==> config.mk <==
export PLATFORM = sky130hd
export DESIGN_NAME = regwin_decoder
export DESIGN_NICKNAME = d
export VERILOG_FILES = /design/src/rtl/regwin_pkg.sv /design/src/rtl/regwin_match.sv /design/src/rtl/regwin_basereg.sv /design/src/rtl/regwin_decoder.sv
export SDC_FILE = /design/constraint.sdc
export NUM_CORES = 1
export LEC_CHECK = 0
export ABC_CLOCK_PERIOD_IN_PS = 3000
export CORE_MARGIN = 1
export CORE_UTILIZATION = 41
export CTS_CLUSTER_DIAMETER = 40
export DETAILED_ROUTE_END_ITERATION = 16
export PLACE_DENSITY = 0.95
export SYNTH_ARGS = -nofsm -noshare
export SYNTH_HDL_FRONTEND = slang
export SYNTH_SLANG_ARGS = --single-unit
==> constraint.sdc <==
create_clock -name clk -period 3 [get_ports clk]
set_input_delay 0.6 -clock clk [delete_from_list [all_inputs] [get_ports clk]]
set_output_delay 0.6 -clock clk [all_outputs]
set_load 0.005 [all_outputs]
==> src/rtl/regwin_pkg.sv <==
package regwin_pkg;

    typedef enum logic {
        ST_IDLE = 1'b0,
        ST_RESP = 1'b1
    } regwin_state_e;

    function automatic logic in_range(input logic [31:0] a,
                                      input logic [31:0] lo,
                                      input logic [31:0] hi);
        return (a >= lo) && (a <= hi);
    endfunction

endpackage

==> src/rtl/regwin_match.sv <==
module regwin_match #(
    parameter int ADDR_W = 32,
    parameter int OFS_W  = 16,
    localparam int BASE_W = ADDR_W - OFS_W
) (
    input  logic [ADDR_W-1:0] addr,
    input  logic [BASE_W-1:0] win_base,
    output logic              match
);
    assign match = (addr[ADDR_W-1:OFS_W] == win_base);
endmodule

==> src/rtl/regwin_basereg.sv <==
module regwin_basereg #(
    parameter int              ADDR_W     = 32,
    parameter int              OFS_W      = 16,
    parameter logic [ADDR_W-1:0] BASE_RESET = 32'hFF1F_0000,
    localparam int             BASE_W     = ADDR_W - OFS_W
) (
    input  logic              clk,
    input  logic              rst,
    input  logic              we,
    input  logic [ADDR_W-1:0] wdata,
    output logic [BASE_W-1:0] base_q,
    output logic [ADDR_W-1:0] base_full
);
    always_ff @(posedge clk) begin
        if (rst) begin
            base_q <= BASE_RESET[ADDR_W-1:OFS_W];
        end else if (we) begin
            base_q <= wdata[ADDR_W-1:OFS_W];
        end
    end

    assign base_full = {base_q, {OFS_W{1'b0}}};
endmodule

==> src/rtl/regwin_decoder.sv <==
module regwin_decoder
    import regwin_pkg::*;
#(
    parameter int                ADDR_W       = 32,
    parameter int                OFS_W        = 16,
    parameter logic [ADDR_W-1:0] FIXED_BASE   = 32'hFF1F_0000,
    parameter logic [ADDR_W-1:0] BASE_RESET   = 32'hFF1F_0000,
    parameter logic [OFS_W-1:0]  BASE_REG_OFS = 16'h0010,
    parameter logic [ADDR_W-1:0] UC_LO        = 32'hFF00_0000,
    parameter logic [ADDR_W-1:0] UC_HI        = 32'hFF3F_FFFF,
    localparam int               BE_W         = ADDR_W / 8
) (
    input  logic              clk,
    input  logic              rst,
    input  logic              req_valid,
    input  logic [ADDR_W-1:0] req_addr,
    input  logic [BE_W-1:0]   req_be,
    input  logic              req_wr,
    input  logic              req_rd,
    input  logic [ADDR_W-1:0] req_wdata,
    output logic              resp_valid_o,
    output logic              hit_o,
    output logic [OFS_W-1:0]  offset_o,
    output logic              err_o,
    output logic              uncached_o,
    output logic [ADDR_W-1:0] rdata_o,
    output logic [ADDR_W-1:0] base_o
);
    localparam int BASE_W = ADDR_W - OFS_W;
    localparam int NWIN   = 2;

    logic [BASE_W-1:0] base_q;
    logic [ADDR_W-1:0] base_full;
    logic [BASE_W-1:0] win_base [NWIN];
    logic [NWIN-1:0]   win_match;

    logic              any_hit;
    logic              full_word;
    logic              at_base;
    logic              base_we;
    logic              in_uc;
    logic [OFS_W-1:0]  req_ofs;

    regwin_state_e     state, nxt;

    logic              cap_hit;
    logic [OFS_W-1:0]  cap_ofs;
    logic              cap_err;
    logic              cap_uc;
    logic [ADDR_W-1:0] cap_rdata;

    // Window 0 is fixed, window 1 follows the programmable base.
    assign win_base[0] = FIXED_BASE[ADDR_W-1:OFS_W];
    assign win_base[1] = base_q;

    for (genvar w = 0; w < NWIN; w++) begin : g_win
        regwin_match #(.ADDR_W(ADDR_W), .OFS_W(OFS_W)) i_match (
            .addr     (req_addr),
            .win_base (win_base[w]),
            .match    (win_match[w])
        );
    end

    // Both aliases collapse onto a single hit and one offset.
    assign any_hit   = |win_match;
    assign full_word = &req_be;
    assign req_ofs   = req_addr[OFS_W-1:0];
    assign at_base   = any_hit && full_word && (req_ofs == BASE_REG_OFS);
    assign base_we   = req_valid && req_wr && at_base;
    assign in_uc     = in_range(req_addr, UC_LO, UC_HI);

    regwin_basereg #(
        .ADDR_W     (ADDR_W),
        .OFS_W      (OFS_W),
        .BASE_RESET (BASE_RESET)
    ) i_basereg (
        .clk       (clk),
        .rst       (rst),
        .we        (base_we),
        .wdata     (req_wdata),
        .base_q    (base_q),
        .base_full (base_full)
    );

    always_ff @(posedge clk) begin
        if (rst) begin
            state <= ST_IDLE;
        end else begin
            state <= nxt;
        end
    end

    always_comb begin
        nxt = state;
        unique case (state)
            ST_IDLE: if (req_valid) nxt = ST_RESP;
            ST_RESP: nxt = req_valid ? ST_RESP : ST_IDLE;
            default: nxt = ST_IDLE;
        endcase
    end

    always_ff @(posedge clk) begin
        if (rst) begin
            cap_hit   <= 1'b0;
            cap_ofs   <= '0;
            cap_err   <= 1'b0;
            cap_uc    <= 1'b0;
            cap_rdata <= '0;
        end else if (req_valid) begin
            cap_hit   <= any_hit;
            cap_ofs   <= any_hit ? req_ofs : '0;
            cap_err   <= any_hit && !full_word;
            cap_uc    <= in_uc;
            cap_rdata <= (req_rd && at_base) ? base_full : '0;
        end
    end

    always_comb begin
        resp_valid_o = 1'b0;
        hit_o        = 1'b0;
        offset_o     = '0;
        err_o        = 1'b0;
        uncached_o   = 1'b0;
        rdata_o      = '0;
        unique case (state)
            ST_IDLE: ;
            ST_RESP: begin
                resp_valid_o = 1'b1;
                hit_o        = cap_hit;
                offset_o     = cap_ofs;
                err_o        = cap_err;
                uncached_o   = cap_uc;
                rdata_o      = cap_rdata;
            end
            default: ;
        endcase
    end

    assign base_o = base_full;
endmodule

## Yosys cells after proc, flatten, opt, wreduce, memory -nomap -nowiden

Cells that the tools add are included.

- Flip-flop bits (word level): 68
- Output and inout bits: 84
- Word-level logic and storage cells: 31

- $lt $le $gt $ge: 2
- Eq/ne operators: 3
- Muxes and demuxes: 9
- Reductions and logical operators: 10

Operators with widths:

| operator | count |
|---|---|
| $mux 32 | 2 |
| $ge 32x32->1 const B | 1 |
| $le 32x32->1 const B | 1 |
| $mux 16 | 2 |
| $eq 16x16->1 | 1 |
| $eq 16x16->1 const B | 1 |
| $eq 16x5->1 const B | 1 |
| $logic_and 1x1->1 | 7 |
| $mux 1 | 5 |
| $reduce_and 4->1 | 1 |
| $reduce_or 2->1 | 1 |
| $logic_not 1->1 | 1 |

## Longest topological paths before layout

- Depth after elaboration: 6
- Gate-level depth with buffers: 6
- Gate-level depth less buffers: 5

## By module

From an unflattened synthesis, not the netlist that was laid out.

- Cells, all modules: 414
- Area total of the unflattened synthesis: 3860.0 µm²

By module, submodules not included:

| module | instances | cells an instance | area each (µm²) | sequential area each (µm²) |
|---|---|---|---|---|
| regwin_decoder | 1 | 286 | 2660.1 | 1041.0 |
| regwin_basereg | 1 | 86 | 844.6 | 320.3 |
| regwin_match | 2 | 21 | 177.7 | 0.0 |

## Least setup slack after synthesis

Ideal clock, no wire load.

- Path type: in2reg
- Start: input port req_addr[1]
- End: register i_basereg.base_q[5]
- Setup time: 0.131 ns
- Arrival time: 1.793 ns
- Required time: 2.869 ns
- Slack: 1.076 ns
- Stages: 5
- Path buffers: 0
- Path through: nor4_1 > nand4_1 > or2_1 > a221oi_1 > o41ai_1

- Longest elaborated chain between the ends: 3

Ends and longest elaborated chain:

| item | RTL line | text |
|---|---|---|
| from (decl) | regwin_decoder.sv:16 | `input logic [ADDR_W-1:0] req_addr,` |
| $eq 16x5->1 | regwin_decoder.sv:68 | `assign at_base = any_hit && full_word && (req_ofs == BASE_REG_OFS);` |
| $logic_and 1x1->1 | regwin_decoder.sv:68 |  |
| $logic_and 1x1->1 | regwin_decoder.sv:69 | `assign base_we = req_valid && req_wr && at_base;` |
| to (signal assigned) | regwin_basereg.sv:16 | `base_q <= BASE_RESET[ADDR_W-1:OFS_W];` |
| to (signal assigned) | regwin_basereg.sv:18 | `base_q <= wdata[ADDR_W-1:OFS_W];` |
| to (decl) | regwin_basereg.sv:11 | `output logic [BASE_W-1:0] base_q,` |

Every way passes these cells.
A chain may end at the register's enable or synchronous reset.

## Worst setup path after layout

- Start: register state
- End: output port rdata_o[27]

- Longest elaborated chain between the ends: 1

Ends and longest elaborated chain:

| item | RTL line | text |
|---|---|---|
| from (decl) | regwin_decoder.sv:44 | `regwin_state_e state, nxt;` |
| from (signal assigned) | regwin_decoder.sv:89 | `state <= nxt;` |
| $mux 32 | regwin_decoder.sv:125 | `unique case (state)` |
| to (decl) | regwin_decoder.sv:26 | `output logic [ADDR_W-1:0] rdata_o,` |

Every way passes these cells.

==> metrics.log <==
[metrics] result of the run: finished clean
[metrics] clock transition at the registers of the reported paths: approximately 90 ps
[metrics] clock group share of total power: 0.428
[metrics] most frequent cells in the layout: sky130_fd_sc_hd__clkdlybuf4s50_1, sky130_fd_sc_hd__dfxtp_1, sky130_fd_sc_hd__and2_1
[metrics] Antenna Diode Count: 0
[metrics] I/O pin count: 157
[metrics] placed cells: between 400 and 500
[metrics] number of synthesized register bits: 52
[metrics] P per Cell Area: about 400 nW/um^2
[metrics] detail-routed net length per standard cell: 15.5 um
[metrics] first-pass GRT wire length: 11.5 mm
[metrics] post-detailed-route DRC marker count: 0
[metrics] storage element area: about 1000 sq um
[metrics] sum of overflow across all layers after global routing: 0
[metrics] final clock period utilization by the worst path: 0.812
[metrics] cell at the root of the clock tree: sky130_fd_sc_hd__clkbuf_8
[metrics] number of buffers added by the clock tree synthesis step: 5
[metrics] mean instance size in the synthesized netlist: approximately 9.5 sq um
[metrics] sort of element at the end of the critical path: output pin
[metrics] final number of hold-violating endpoints: 0
[metrics] maximum vdd drop: around 0.25 mV
[metrics] Net Switching: 329 uW
[metrics] worst path arrival time: 1840 ps
[metrics] fin crit period: 2440 ps
[metrics] number of nets at the end of the flow: between 400 and 500
[metrics] leakage power of the design: ~0.0015 uW
[metrics] synthesized netlist cell count: about 290
[metrics] Yosys cell types: 35
[metrics] initial antenna violation count: 0
[metrics] required time at the worst-slack endpoint: approximately 2400 ps
[metrics] max capacitance violation total: 0
[metrics] gp weighted congestion: roughly 0.84
[metrics] switching part of the total power: 0.213
[metrics] final cell count without fillers: between 400 and 500
[metrics] Seq/Total Area, Yosys: 0.385
[metrics] number of failing setup endpoints in the final timing report: 0
[metrics] # Post-CTS Setup Buffers: 0
[metrics] Total Die Area: between 6000 and 7000 sq um
[metrics] Site Rows: 29
[metrics] number of warnings printed during yosys synthesis: 0
[metrics] Port Buf Inserts: 108
[metrics] remaining number of nets flagged by the antenna check after routing: 0
[metrics] clk_lat worst skew: approximately 320 ps
[metrics] Pre-antenna DRT Iters: 4
[metrics] placeable core region: around 6300 sq um
[metrics] worst slew pin tran: 504 ps
[metrics] Area Growth Syn to Fin: 43.8%
[metrics] CP Cell Sequence: buf_4 > and2_1 > clkdlybuf4s50_1
[metrics] Starting Density: 0.425
[metrics] master of the slowest instance on the critical path: sky130_fd_sc_hd__dfxtp_1
[metrics] total number of vias: around 2400
[metrics] maximum number of pins on one net before global-route repair: 26
[metrics] Worst Setup Start Kind: flip-flop
[metrics] initial DRC count: 94
[metrics] share of layout cells above drive strength 1: 0.0716
[metrics] most common cell after layout, fill and taps aside: sky130_fd_sc_hd__clkdlybuf4s50_1
[metrics] TritonCTS clock tree: yes
[metrics] worst min path class: flip-flop to flip-flop
[metrics] Bufs on Longest Clock Path: 2
[metrics] worst max-slew margin expressed relative to the limit: 0.664
[metrics] overall track demand over capacity in global routing: 0.208
[metrics] via/cell ratio: approximately 5.2
[metrics] total power: approximately 1500 uW
[metrics] clock sinks: 52
[metrics] unrepaired setup endpoints after global routing: no
[metrics] final routed wirelength across all metal layers: 7.26 mm
[metrics] final setup TNS: 0 ps
[metrics] number of max-slew violations in the final report: 0
[metrics] htree depth: 2
[metrics] Max Clock Freq: 410 MHz
[metrics] multi-input gate area in the final layout: 1390 sq um
[metrics] height of the chip: approximately 83 um
[metrics] fillcell total: 542
[metrics] via count of the first global-routing pass: ~2300
[metrics] total of hold buffers inserted after clock tree synthesis: 0
[metrics] biggest fanout along the worst timing path: 25
[metrics] biggest cell delay along the critical path: 550 ps
[metrics] share of total power in combinational logic: 0.112
[metrics] post-synthesis instance area: around 2700 sq um
[metrics] number of gates resized after cts: 0
[metrics] DP Wirelength: approximately 5.5 mm
[metrics] category of the critical setup timing path: flip-flop to output pin
[metrics] internal power: roughly 1200 uW
[metrics] share of total power in sequential cells: 0.460
[metrics] floorplan die width: slightly above 80 um
[metrics] clock skew: approximately 11 ps
==> per-layer routing <==
metal	wire [um]	part of all wire	GRT usage
met3	505	0.070	0.0447
met4	127	0.018	0.0690
met1	3020	0.42	0.249
met5	0	0	0
met2	3600	0.50	0.367
==> synth_stat cells <==
library cell / instances / area (sq um)
sky130_fd_sc_hd__dfxtp_1: 52 / 1040
sky130_fd_sc_hd__and2_1: 35 / 219
sky130_fd_sc_hd__buf_4: 33 / 248
sky130_fd_sc_hd__a22o_1: 32 / 280
sky130_fd_sc_hd__o211ai_1: 26 / 195
sky130_fd_sc_hd__inv_1: 17 / 63.8
sky130_fd_sc_hd__xor2_1: 16 / 140
sky130_fd_sc_hd__clkbuf_1: 9 / 33.8
sky130_fd_sc_hd__nand2_1: 6 / 22.5
sky130_fd_sc_hd__nor2_1: 6 / 22.5
sky130_fd_sc_hd__nor4_2: 6 / 75.1
sky130_fd_sc_hd__and4_1: 5 / 43.8
sky130_fd_sc_hd__buf_2: 4 / 20.0
sky130_fd_sc_hd__nand3_1: 4 / 20.0
sky130_fd_sc_hd__nor4_1: 4 / 25.0
sky130_fd_sc_hd__a221oi_1: 3 / 26.3
sky130_fd_sc_hd__nand4_1: 3 / 18.8
sky130_fd_sc_hd__nor3_1: 3 / 15.0
sky130_fd_sc_hd__o41ai_1: 3 / 26.3
sky130_fd_sc_hd__buf_6: 2 / 22.5
sky130_fd_sc_hd__o21ai_0: 2 / 10.0
sky130_fd_sc_hd__a21boi_2: 1 / 11.3
sky130_fd_sc_hd__a21boi_4: 1 / 18.8
sky130_fd_sc_hd__a21oi_1: 1 / 5.00
sky130_fd_sc_hd__a311oi_1: 1 / 8.76
sky130_fd_sc_hd__and3_1: 1 / 6.26
sky130_fd_sc_hd__and4b_1: 1 / 10.0
sky130_fd_sc_hd__and4bb_2: 1 / 12.5
sky130_fd_sc_hd__conb_1: 1 / 3.75
sky130_fd_sc_hd__nand2b_1: 1 / 6.26
sky130_fd_sc_hd__nor2b_1: 1 / 6.26
sky130_fd_sc_hd__nor3_2: 1 / 10.0
sky130_fd_sc_hd__nor4b_2: 1 / 15.0
sky130_fd_sc_hd__o2111a_2: 1 / 12.5
sky130_fd_sc_hd__or2_1: 1 / 6.26
==> through the flow <==
stage | hold slack, ps | cell area (sq um) | setup slack [ps] | util
3_3_place_gp | 436 | 3730 | 435 | 0.587
2_1_floorplan | 417 | 2820 | 1080 | -
5_1_grt | 489 | 3880 | 403 | 0.612
4_1_cts | 481 | 3880 | 554 | 0.612
6_report | 472 | 3880 | 564 | 0.612
3_5_place_dp | 442 | 3730 | 358 | 0.587
==> path summary, 6_finish.rpt <==
| kind | startpoint | endpoint | slack (ps) | cells after the start |
|---|---|---|---|---|
| worst min-delay path | cap_err | cap_err | 470 | 2 |
| worst min register to register | cap_err | cap_err | 470 | 2 |
| worst max register to register | i_basereg.base_q[8] | cap_ofs[0] | 930 | 5 |
| worst max-delay path | state | rdata_o[27] | 560 | 3 |
==> cells by family (layout without fill, tap and decap cells) <==
family | count (synthesis) | in the layout | synth area share
compound gates | 71 | 71 | 0.220
buf+inv | 65 | 140 | 0.144
xor+xnor | 16 | 16 | 0.0519
flops | 52 | 52 | 0.385
simple gates | 80 | 80 | 0.198
other cells | 1 | 32 | 0.00139
==> critical path, delay by kind of cell (launching register included) <==
family	cells	cell delay, ps
DFF	1	550
buffers and inverters	2	810
and+or+nand+nor	1	150
==> state kept, by name, summed over array words and instances (netlist names) <==
register	cells
cap_uc	1
i_basereg.base_q	16
cap_hit	1
cap_ofs	16
state	1
cap_err	1
cap_rdata	16
==> layout make-up <==
| type | instances | share of cell area |
|---|---|---|
| Clock buffer | 5 | 0.0177 |
| Clock inverter | 3 | 0.0232 |
| Inverter | 17 | 0.0164 |
| Multi-Input combinational cell | 199 | 0.358 |
| Sequential cell | 52 | 0.268 |
| Tap cell | 77 | 0.0248 |
| Timing Repair Buffer | 115 | 0.292 |
==> power groups by stage <==
stage | sequential [uW] | clock [uW] | combinational [uW]
after floorplan | 722 | 0 | 88.9
after global placement | 726 | 0 | 168
after detailed placement | 726 | 0 | 172
after CTS | 710 | 662 | 173
after global routing | 712 | 700 | 186
final | 710 | 660 | 173
Note: power is estimated with default switching activity, not from simulation.
